### src/rtl/rowloc_pkg.sv
package rowloc_pkg;

  // Field positions in the controller mode word
  localparam int MODE_W    = 32;
  localparam int GRAN_BIT  = 18;
  localparam int INTEG_LSB = 20;
  localparam int CHAN_BIT  = 22;

  typedef enum logic [1:0] {
    ECC_OFF    = 2'd0,
    ECC_SECDED = 2'd1,
    ECC_SYM4   = 2'd2
  } ecc_code_t;

  // Scheme chosen for one row from the integrity mode, channel count and width
  function automatic ecc_code_t ecc_pick(input logic [1:0] integ,
                                         input logic dual,
                                         input logic x4);
    if (integ == 2'd0)   return ECC_OFF;
    else if (dual && x4) return ECC_SYM4;
    else                 return ECC_SECDED;
  endfunction

endpackage

### src/rtl/rowloc_bounds.sv
module rowloc_bounds #(
  parameter int N_ROWS     = 8,
  parameter int BND_W      = 8,
  parameter int PAGE_W     = 24,
  parameter int UNIT_SHIFT = 13
) (
  input  logic [N_ROWS*BND_W-1:0]  bnd_i,
  input  logic                     gran_i,
  output logic [N_ROWS*PAGE_W-1:0] lo_o,
  output logic [N_ROWS*PAGE_W-1:0] hi_o,
  output logic [N_ROWS-1:0]        pop_o
);

  // Boundary value in units -> page limit
  function automatic logic [PAGE_W-1:0] to_pages(input logic [BND_W-1:0] b,
                                                 input logic g);
    logic [PAGE_W-1:0] w;
    w = '0;
    w[BND_W-1:0] = b;
    return w << (UNIT_SHIFT + (g ? 1 : 0));
  endfunction

  for (genvar i = 0; i < N_ROWS; i++) begin : g_row
    logic [BND_W-1:0] cur_b;
    logic [BND_W-1:0] prev_b;
    assign cur_b = bnd_i[i*BND_W +: BND_W];
    if (i == 0) begin : g_first
      assign prev_b = '0;
    end else begin : g_rest
      assign prev_b = bnd_i[(i-1)*BND_W +: BND_W];
    end
    assign pop_o[i]                = (cur_b != prev_b);
    assign lo_o[i*PAGE_W +: PAGE_W] = to_pages(prev_b, gran_i);
    assign hi_o[i*PAGE_W +: PAGE_W] = to_pages(cur_b, gran_i);
  end

endmodule

### src/rtl/rowloc_match.sv
module rowloc_match #(
  parameter int N_ROWS = 8,
  parameter int PAGE_W = 24,
  localparam int IDX_W = (N_ROWS > 1) ? $clog2(N_ROWS) : 1
) (
  input  logic [PAGE_W-1:0]        page_i,
  input  logic [N_ROWS*PAGE_W-1:0] lo_i,
  input  logic [N_ROWS*PAGE_W-1:0] hi_i,
  input  logic [N_ROWS-1:0]        pop_i,
  output logic [N_ROWS-1:0]        first_o,
  output logic                     hit_o,
  output logic [IDX_W-1:0]         idx_o
);

  logic [N_ROWS-1:0] cand;

  for (genvar i = 0; i < N_ROWS; i++) begin : g_cmp
    assign cand[i] = pop_i[i]
                   && (page_i >= lo_i[i*PAGE_W +: PAGE_W])
                   && (page_i <  hi_i[i*PAGE_W +: PAGE_W]);
  end

  // Lowest-index candidate wins
  always_comb begin
    logic taken;
    taken   = 1'b0;
    first_o = '0;
    idx_o   = '0;
    for (int i = 0; i < N_ROWS; i++) begin
      if (cand[i] && !taken) begin
        taken      = 1'b1;
        first_o[i] = 1'b1;
        idx_o      = IDX_W'(i);
      end
    end
    hit_o = taken;
  end

endmodule

### src/rtl/rowloc_attr.sv
module rowloc_attr
  import rowloc_pkg::*;
#(
  parameter int N_ROWS = 8,
  localparam int IDX_W  = (N_ROWS > 1) ? $clog2(N_ROWS) : 1,
  localparam int ATTR_W = 4 * N_ROWS
) (
  input  logic [ATTR_W-1:0] attr_i,
  input  logic              hit_i,
  input  logic [IDX_W-1:0]  idx_i,
  input  logic              dual_i,
  input  logic [1:0]        integ_i,
  output logic              x4_o,
  output ecc_code_t         ecc_o
);

  logic [N_ROWS-1:0] wvec;

  for (genvar i = 0; i < N_ROWS; i++) begin : g_w
    assign wvec[i] = attr_i[4*i+3];
  end

  always_comb begin
    x4_o  = 1'b0;
    ecc_o = ECC_OFF;
    if (hit_i) begin
      x4_o  = wvec[idx_i];
      ecc_o = ecc_pick(integ_i, dual_i, wvec[idx_i]);
    end
  end

endmodule

### src/rtl/dram_row_locator.sv
module dram_row_locator
  import rowloc_pkg::*;
#(
  parameter int N_ROWS     = 8,
  parameter int BND_W      = 8,
  parameter int PAGE_W     = 24,
  parameter int UNIT_SHIFT = 13,
  localparam int IDX_W  = (N_ROWS > 1) ? $clog2(N_ROWS) : 1,
  localparam int ATTR_W = 4 * N_ROWS
) (
  input  logic                    clk,
  input  logic                    rst_n,
  input  logic [N_ROWS*BND_W-1:0] bnd_i,
  input  logic [ATTR_W-1:0]       attr_i,
  input  logic [MODE_W-1:0]       mode_i,
  input  logic                    q_valid_i,
  input  logic [PAGE_W-1:0]       q_page_i,
  output logic                    r_valid_o,
  output logic                    r_hit_o,
  output logic [IDX_W-1:0]        r_row_o,
  output logic                    r_x4_o,
  output logic [1:0]              r_ecc_o
);

  logic [N_ROWS*PAGE_W-1:0] lo_vec;
  logic [N_ROWS*PAGE_W-1:0] hi_vec;
  logic [N_ROWS-1:0]        pop_vec;
  logic [N_ROWS-1:0]        first_vec;
  logic                     nxt_hit;
  logic [IDX_W-1:0]         nxt_idx;
  logic                     nxt_x4;
  ecc_code_t                nxt_ecc;

  rowloc_bounds #(
    .N_ROWS(N_ROWS), .BND_W(BND_W), .PAGE_W(PAGE_W), .UNIT_SHIFT(UNIT_SHIFT)
  ) bounds_i (
    .bnd_i  (bnd_i),
    .gran_i (mode_i[GRAN_BIT]),
    .lo_o   (lo_vec),
    .hi_o   (hi_vec),
    .pop_o  (pop_vec)
  );

  rowloc_match #(
    .N_ROWS(N_ROWS), .PAGE_W(PAGE_W)
  ) match_i (
    .page_i  (q_page_i),
    .lo_i    (lo_vec),
    .hi_i    (hi_vec),
    .pop_i   (pop_vec),
    .first_o (first_vec),
    .hit_o   (nxt_hit),
    .idx_o   (nxt_idx)
  );

  rowloc_attr #(
    .N_ROWS(N_ROWS)
  ) attr_sel_i (
    .attr_i  (attr_i),
    .hit_i   (nxt_hit),
    .idx_i   (nxt_idx),
    .dual_i  (mode_i[CHAN_BIT]),
    .integ_i (mode_i[INTEG_LSB +: 2]),
    .x4_o    (nxt_x4),
    .ecc_o   (nxt_ecc)
  );

  always_ff @(posedge clk or negedge rst_n) begin
    if (!rst_n) begin
      r_valid_o <= 1'b0;
      r_hit_o   <= 1'b0;
      r_row_o   <= '0;
      r_x4_o    <= 1'b0;
      r_ecc_o   <= 2'd0;
    end else begin
      r_valid_o <= q_valid_i;
      if (q_valid_i) begin
        r_hit_o <= nxt_hit;
        r_row_o <= nxt_idx;
        r_x4_o  <= nxt_x4;
        r_ecc_o <= nxt_ecc;
      end
    end
  end

endmodule

### config.mk
export PLATFORM = sky130hd
export DESIGN_NAME = dram_row_locator
export DESIGN_NICKNAME = d
export VERILOG_FILES = /design/src/rtl/rowloc_pkg.sv /design/src/rtl/rowloc_bounds.sv /design/src/rtl/rowloc_match.sv /design/src/rtl/rowloc_attr.sv /design/src/rtl/dram_row_locator.sv
export SDC_FILE = /design/constraint.sdc
export NUM_CORES = 1
export LEC_CHECK = 0
export ABC_AREA = 1
export BUFFER_PORTS_ARGS = -buffer_cell sky130_fd_sc_hd__clkbuf_2
export CORE_MARGIN = 5
export CORE_UTILIZATION = 46
export CTS_CLUSTER_DIAMETER = 50
export DETAILED_ROUTE_END_ITERATION = 16
export PLACE_DENSITY = 0.91
export SLEW_MARGIN = 15
export SYNTH_ARGS = -nofsm -noshare
export SYNTH_HDL_FRONTEND = slang
export SYNTH_SLANG_ARGS = --single-unit
### constraint.sdc
create_clock -name clk -period 0.8 [get_ports clk]
set_input_delay 0.16 -clock clk [delete_from_list [all_inputs] [get_ports clk]]
set_output_delay 0.16 -clock clk [all_outputs]
set_load 0.02 [all_outputs]
==> impl_metrics.env <==
export IMPL_nFillCells=535
export IMPL_crit_path_frequent_cell="nand2_1"
export IMPL_syn_to_final_growth_pct=53.3
export IMPL_routedWlPerCell_um=16.8
export IMPL_min_to="r_valid_o"
export IMPL_power_frac_comb_pct=79.1
export IMPL_start_kind="input pin"
export IMPL_yosysTopAreaCell="ha_1"
export IMPL_vias=5734
export IMPL_drv_slew=0
export IMPL_syn_mean_instance_area_um2=6.17
export IMPL_leakagePower_nw=3.28
export IMPL_path_max_fanout=7
export IMPL_grtUsageTotal_pct=27.8
export IMPL_cts_sinks=8
export IMPL_synth_cells=634
export IMPL_fin_ws_ns=-1.93
export IMPL_clock_root_buffer="clkbuf_8"
export IMPL_die_x_um=102
export IMPL_final_cells=977
export IMPL_place_hpwl_um=11000
export IMPL_grt_pass1_wl_um=23900
export IMPL_ir_drop_uv=476
export IMPL_seqPwrFrac_pct=10.7
export IMPL_swShare_pct=47.2
export IMPL_timing_rr_end="r_row_o[1]"
export IMPL_place_inst=949
export IMPL_dieArea_um2=10400
export IMPL_yosysWarnings=0
export IMPL_met3_usage_pct=3.00
export IMPL_gr_usage_met1_pct=33.5
export IMPL_grt_pass1_vias=5364
export IMPL_rows=33
export IMPL_htree_levels=1
export IMPL_synth_top_area_share_pct=25.6
export IMPL_gp_congestion=0.910
export IMPL_overflow=0
export IMPL_hold_start="q_valid_i"
export IMPL_synthArstFlopShare_pct=100
export IMPL_diodes=0
export IMPL_slowest_stage="ha_1"
export IMPL_r2r_start="r_row_o[1]"
export IMPL_powerDensity_nw_per_um2=807
export IMPL_grt_max_degree=31
export IMPL_grt_busiest_layer="met2"
export IMPL_path_cells="buf_16 > clkinvlp_4 > buf_6 > nand2_1 > ha_1 > nand2_1 > nand2_1 > nand2_1 > nand3_1 > nand2_2 > nand3_2 > nand3_4 > nand3_2 > nor2_4 > buf_4 > buf_6 > nand3_2 > nor2_1 > o21ai_1 > nand2_1 > nor2_2 > nand3_1 > nand2_1"
export IMPL_drt_iter0_drc=600
export IMPL_path_clk_slew_ns=0.04
export IMPL_ant_nets=0
export IMPL_io_buffers=102
export IMPL_status="complete, but fails checks"
export IMPL_p_sw_mw=2.28
export IMPL_crit_required_ns=0.92
export IMPL_crit_type="in -> reg"
export IMPL_final_cell_mix="nand2_1 (167), buf_4 (129), clkbuf_2 (93)"
export IMPL_ys_seq_area_share_pct=5.12
export IMPL_holdPathStages=1
export IMPL_drt_pass1_iter_count=6
export IMPL_drc=0
export IMPL_clockBufferDepth=2
export IMPL_start_util_pct=47.3
export IMPL_yosys_most_used_dff="dfrtp_1"
export IMPL_cts_buffers=3
export IMPL_r2r_slack_ns=-0.06
export IMPL_cts_tree="built"
export IMPL_fin_area_um2=5990
export IMPL_r2r_cells=4
export IMPL_wirelength_um=16400
export IMPL_clkPwrFrac_pct=10.2
export IMPL_cp_data_arrival_time_ns=2.85
export IMPL_setup_viol=15
export IMPL_multi_input_area_um2=3680
export IMPL_fin_nets=1109
export IMPL_post_route_period_util_pct=341
export IMPL_die_h_um=102
export IMPL_failed_checks="negative setup slack"
export IMPL_synth_area_top_cells="ha_1 (26%), nand2_1 (17%), a21oi_1 (6.8%)"
export IMPL_clock_fmax_mhz=367
export IMPL_hold_violations=0
export IMPL_grt_util_met2_pct=49.4
export IMPL_dpl_instance_area_um2=5430
export IMPL_final_common_cell="nand2_1"
export IMPL_netlist_area_um2=3910
export IMPL_p_total_mw=4.84
export IMPL_clk_insertion_delay_late_ns=0.23
export IMPL_tns_ns=-13.52
export IMPL_cp_end_kind="register"
export IMPL_grt_antenna_before_repair=0
export IMPL_rsz0062_at_grt="true"
export IMPL_period_needed_ns=2.73
export IMPL_drv_cap=0
export IMPL_pin_count=163
export IMPL_intPower_mw=2.55
export IMPL_vias_per_cell=5.87
export IMPL_fin_skew_ns=0
export IMPL_min_path_type="in -> reg"
export IMPL_core_um2=8260
export IMPL_drive_gt1_share_pct=35.6
export IMPL_cp_slowest_stage_delay_ns=0.25
export IMPL_regArea_um2=200
export IMPL_yosysUniqueCellTypes=35
export IMPL_synth_edf_count=0
export IMPL_synth_seq_cells=8
power groups by stage:
stage,Sequential [mW],Combinational [mW],Clock (mW)
2_1_floorplan,0.589,1.66,0
3_3_place_gp,0.505,2.94,0
3_5_place_dp,0.512,3.06,0
4_1_cts,0.508,3.33,0.494
5_1_grt,0.524,4.13,0.504
6_report,0.518,3.82,0.494
per-stage QoR:
step / utilization [%] / hold slack [ns] / worst slack (ns)
after global placement: 65.7 / 0.00526 / -1.94
after global routing: 72.6 / 0.147 / -2.04
after CTS: 69.8 / 0.113 / -1.62
after floorplan: - / -0.136 / -1.65
after detailed placement: 65.7 / 0.0128 / -2.06
final: 72.6 / 0.129 / -1.93
how the worst max path moves through the flow:
stage	start	endpoint	slack [ns]
2_1_floorplan	mode_i[18]	r_ecc_o[0]	-1.65
3_3_place_gp	mode_i[18]	r_ecc_o[0]	-1.94
3_5_place_dp	mode_i[18]	r_ecc_o[0]	-2.06
4_1_cts	mode_i[18]	r_ecc_o[0]	-1.62
5_1_grt	mode_i[18]	r_ecc_o[0]	-2.04
6_report	mode_i[18]	r_ecc_o[1]	-1.93
cell type report:
class / instances / share of cell area (%)
flip-flops and latches: 8 / 3.34
inverters: 58 / 3.70
well taps: 105 / 2.19
repair inverters: 1 / 0.125
repair buffers: 241 / 28.6
multi-input cells: 561 / 61.3
clock buffers: 3 / 0.689
synthesized netlist by cell type, types with 2 or more instances:
cell type,instances
nor2_4,2
xnor2_1,16
nor2_2,2
nor3_2,3
nand3_2,7
a31oi_1,2
o21ai_0,39
nor2_1,56
nand2_2,2
dfrtp_1,8
clkbuf_1,12
nand3b_1,2
nand2_1,180
nand4_1,14
nor4_1,4
nor3_1,7
mux2i_1,10
xor2_1,27
o211ai_1,4
ha_1,80
inv_1,57
a21oi_1,53
nand3_1,35
flip-flops by register name (all words and copies together), names as in the netlist:
| name | flops |
|---|---|
| r_hit_o | 1 |
| r_row_o | 3 |
| r_x4_o | 1 |
| r_ecc_o | 2 |
| r_valid_o | 1 |
what timing repair did:
item | in CTS | in global routing
endpoints found under the setup margin | 15 | 15
setup buffers | 9 | 12
gates resized for setup | 45 | 46
hold buffers | 1 | 0
hold endpoints to repair | 8 | 0
gates cloned | 3 | 0
pin swaps | 11 | 14
worst max-delay path: cells and delay by family:
family,cells,cell delay (ns)
AND/OR/NAND/NOR,16,1.56
buffers and inverters,5,0.73
adder cells (fa/ha/maj),1,0.25
AO/OA/AOI/OAI,1,0.12
routing by layer:
metal	up-vias	routed length, µm
met2	477	7560
li1	2612	-
met1	2502	6060
met5	-	0
met4	0	1100
met3	143	1650
cell families (layout without fill, tap and decap cells):
kind of cell	Yosys count	in the layout	share of synthesized area [%]
compound gates	101	101	13.4
xor+xnor	43	43	9.63
fa+ha+maj	80	80	25.6
buf+inv	72	303	7.10
flops	8	8	5.12
mux	10	10	2.56
other cells	1	8	0.0959
simple gates	319	319	36.4
(Power assumes the default switching activity.)
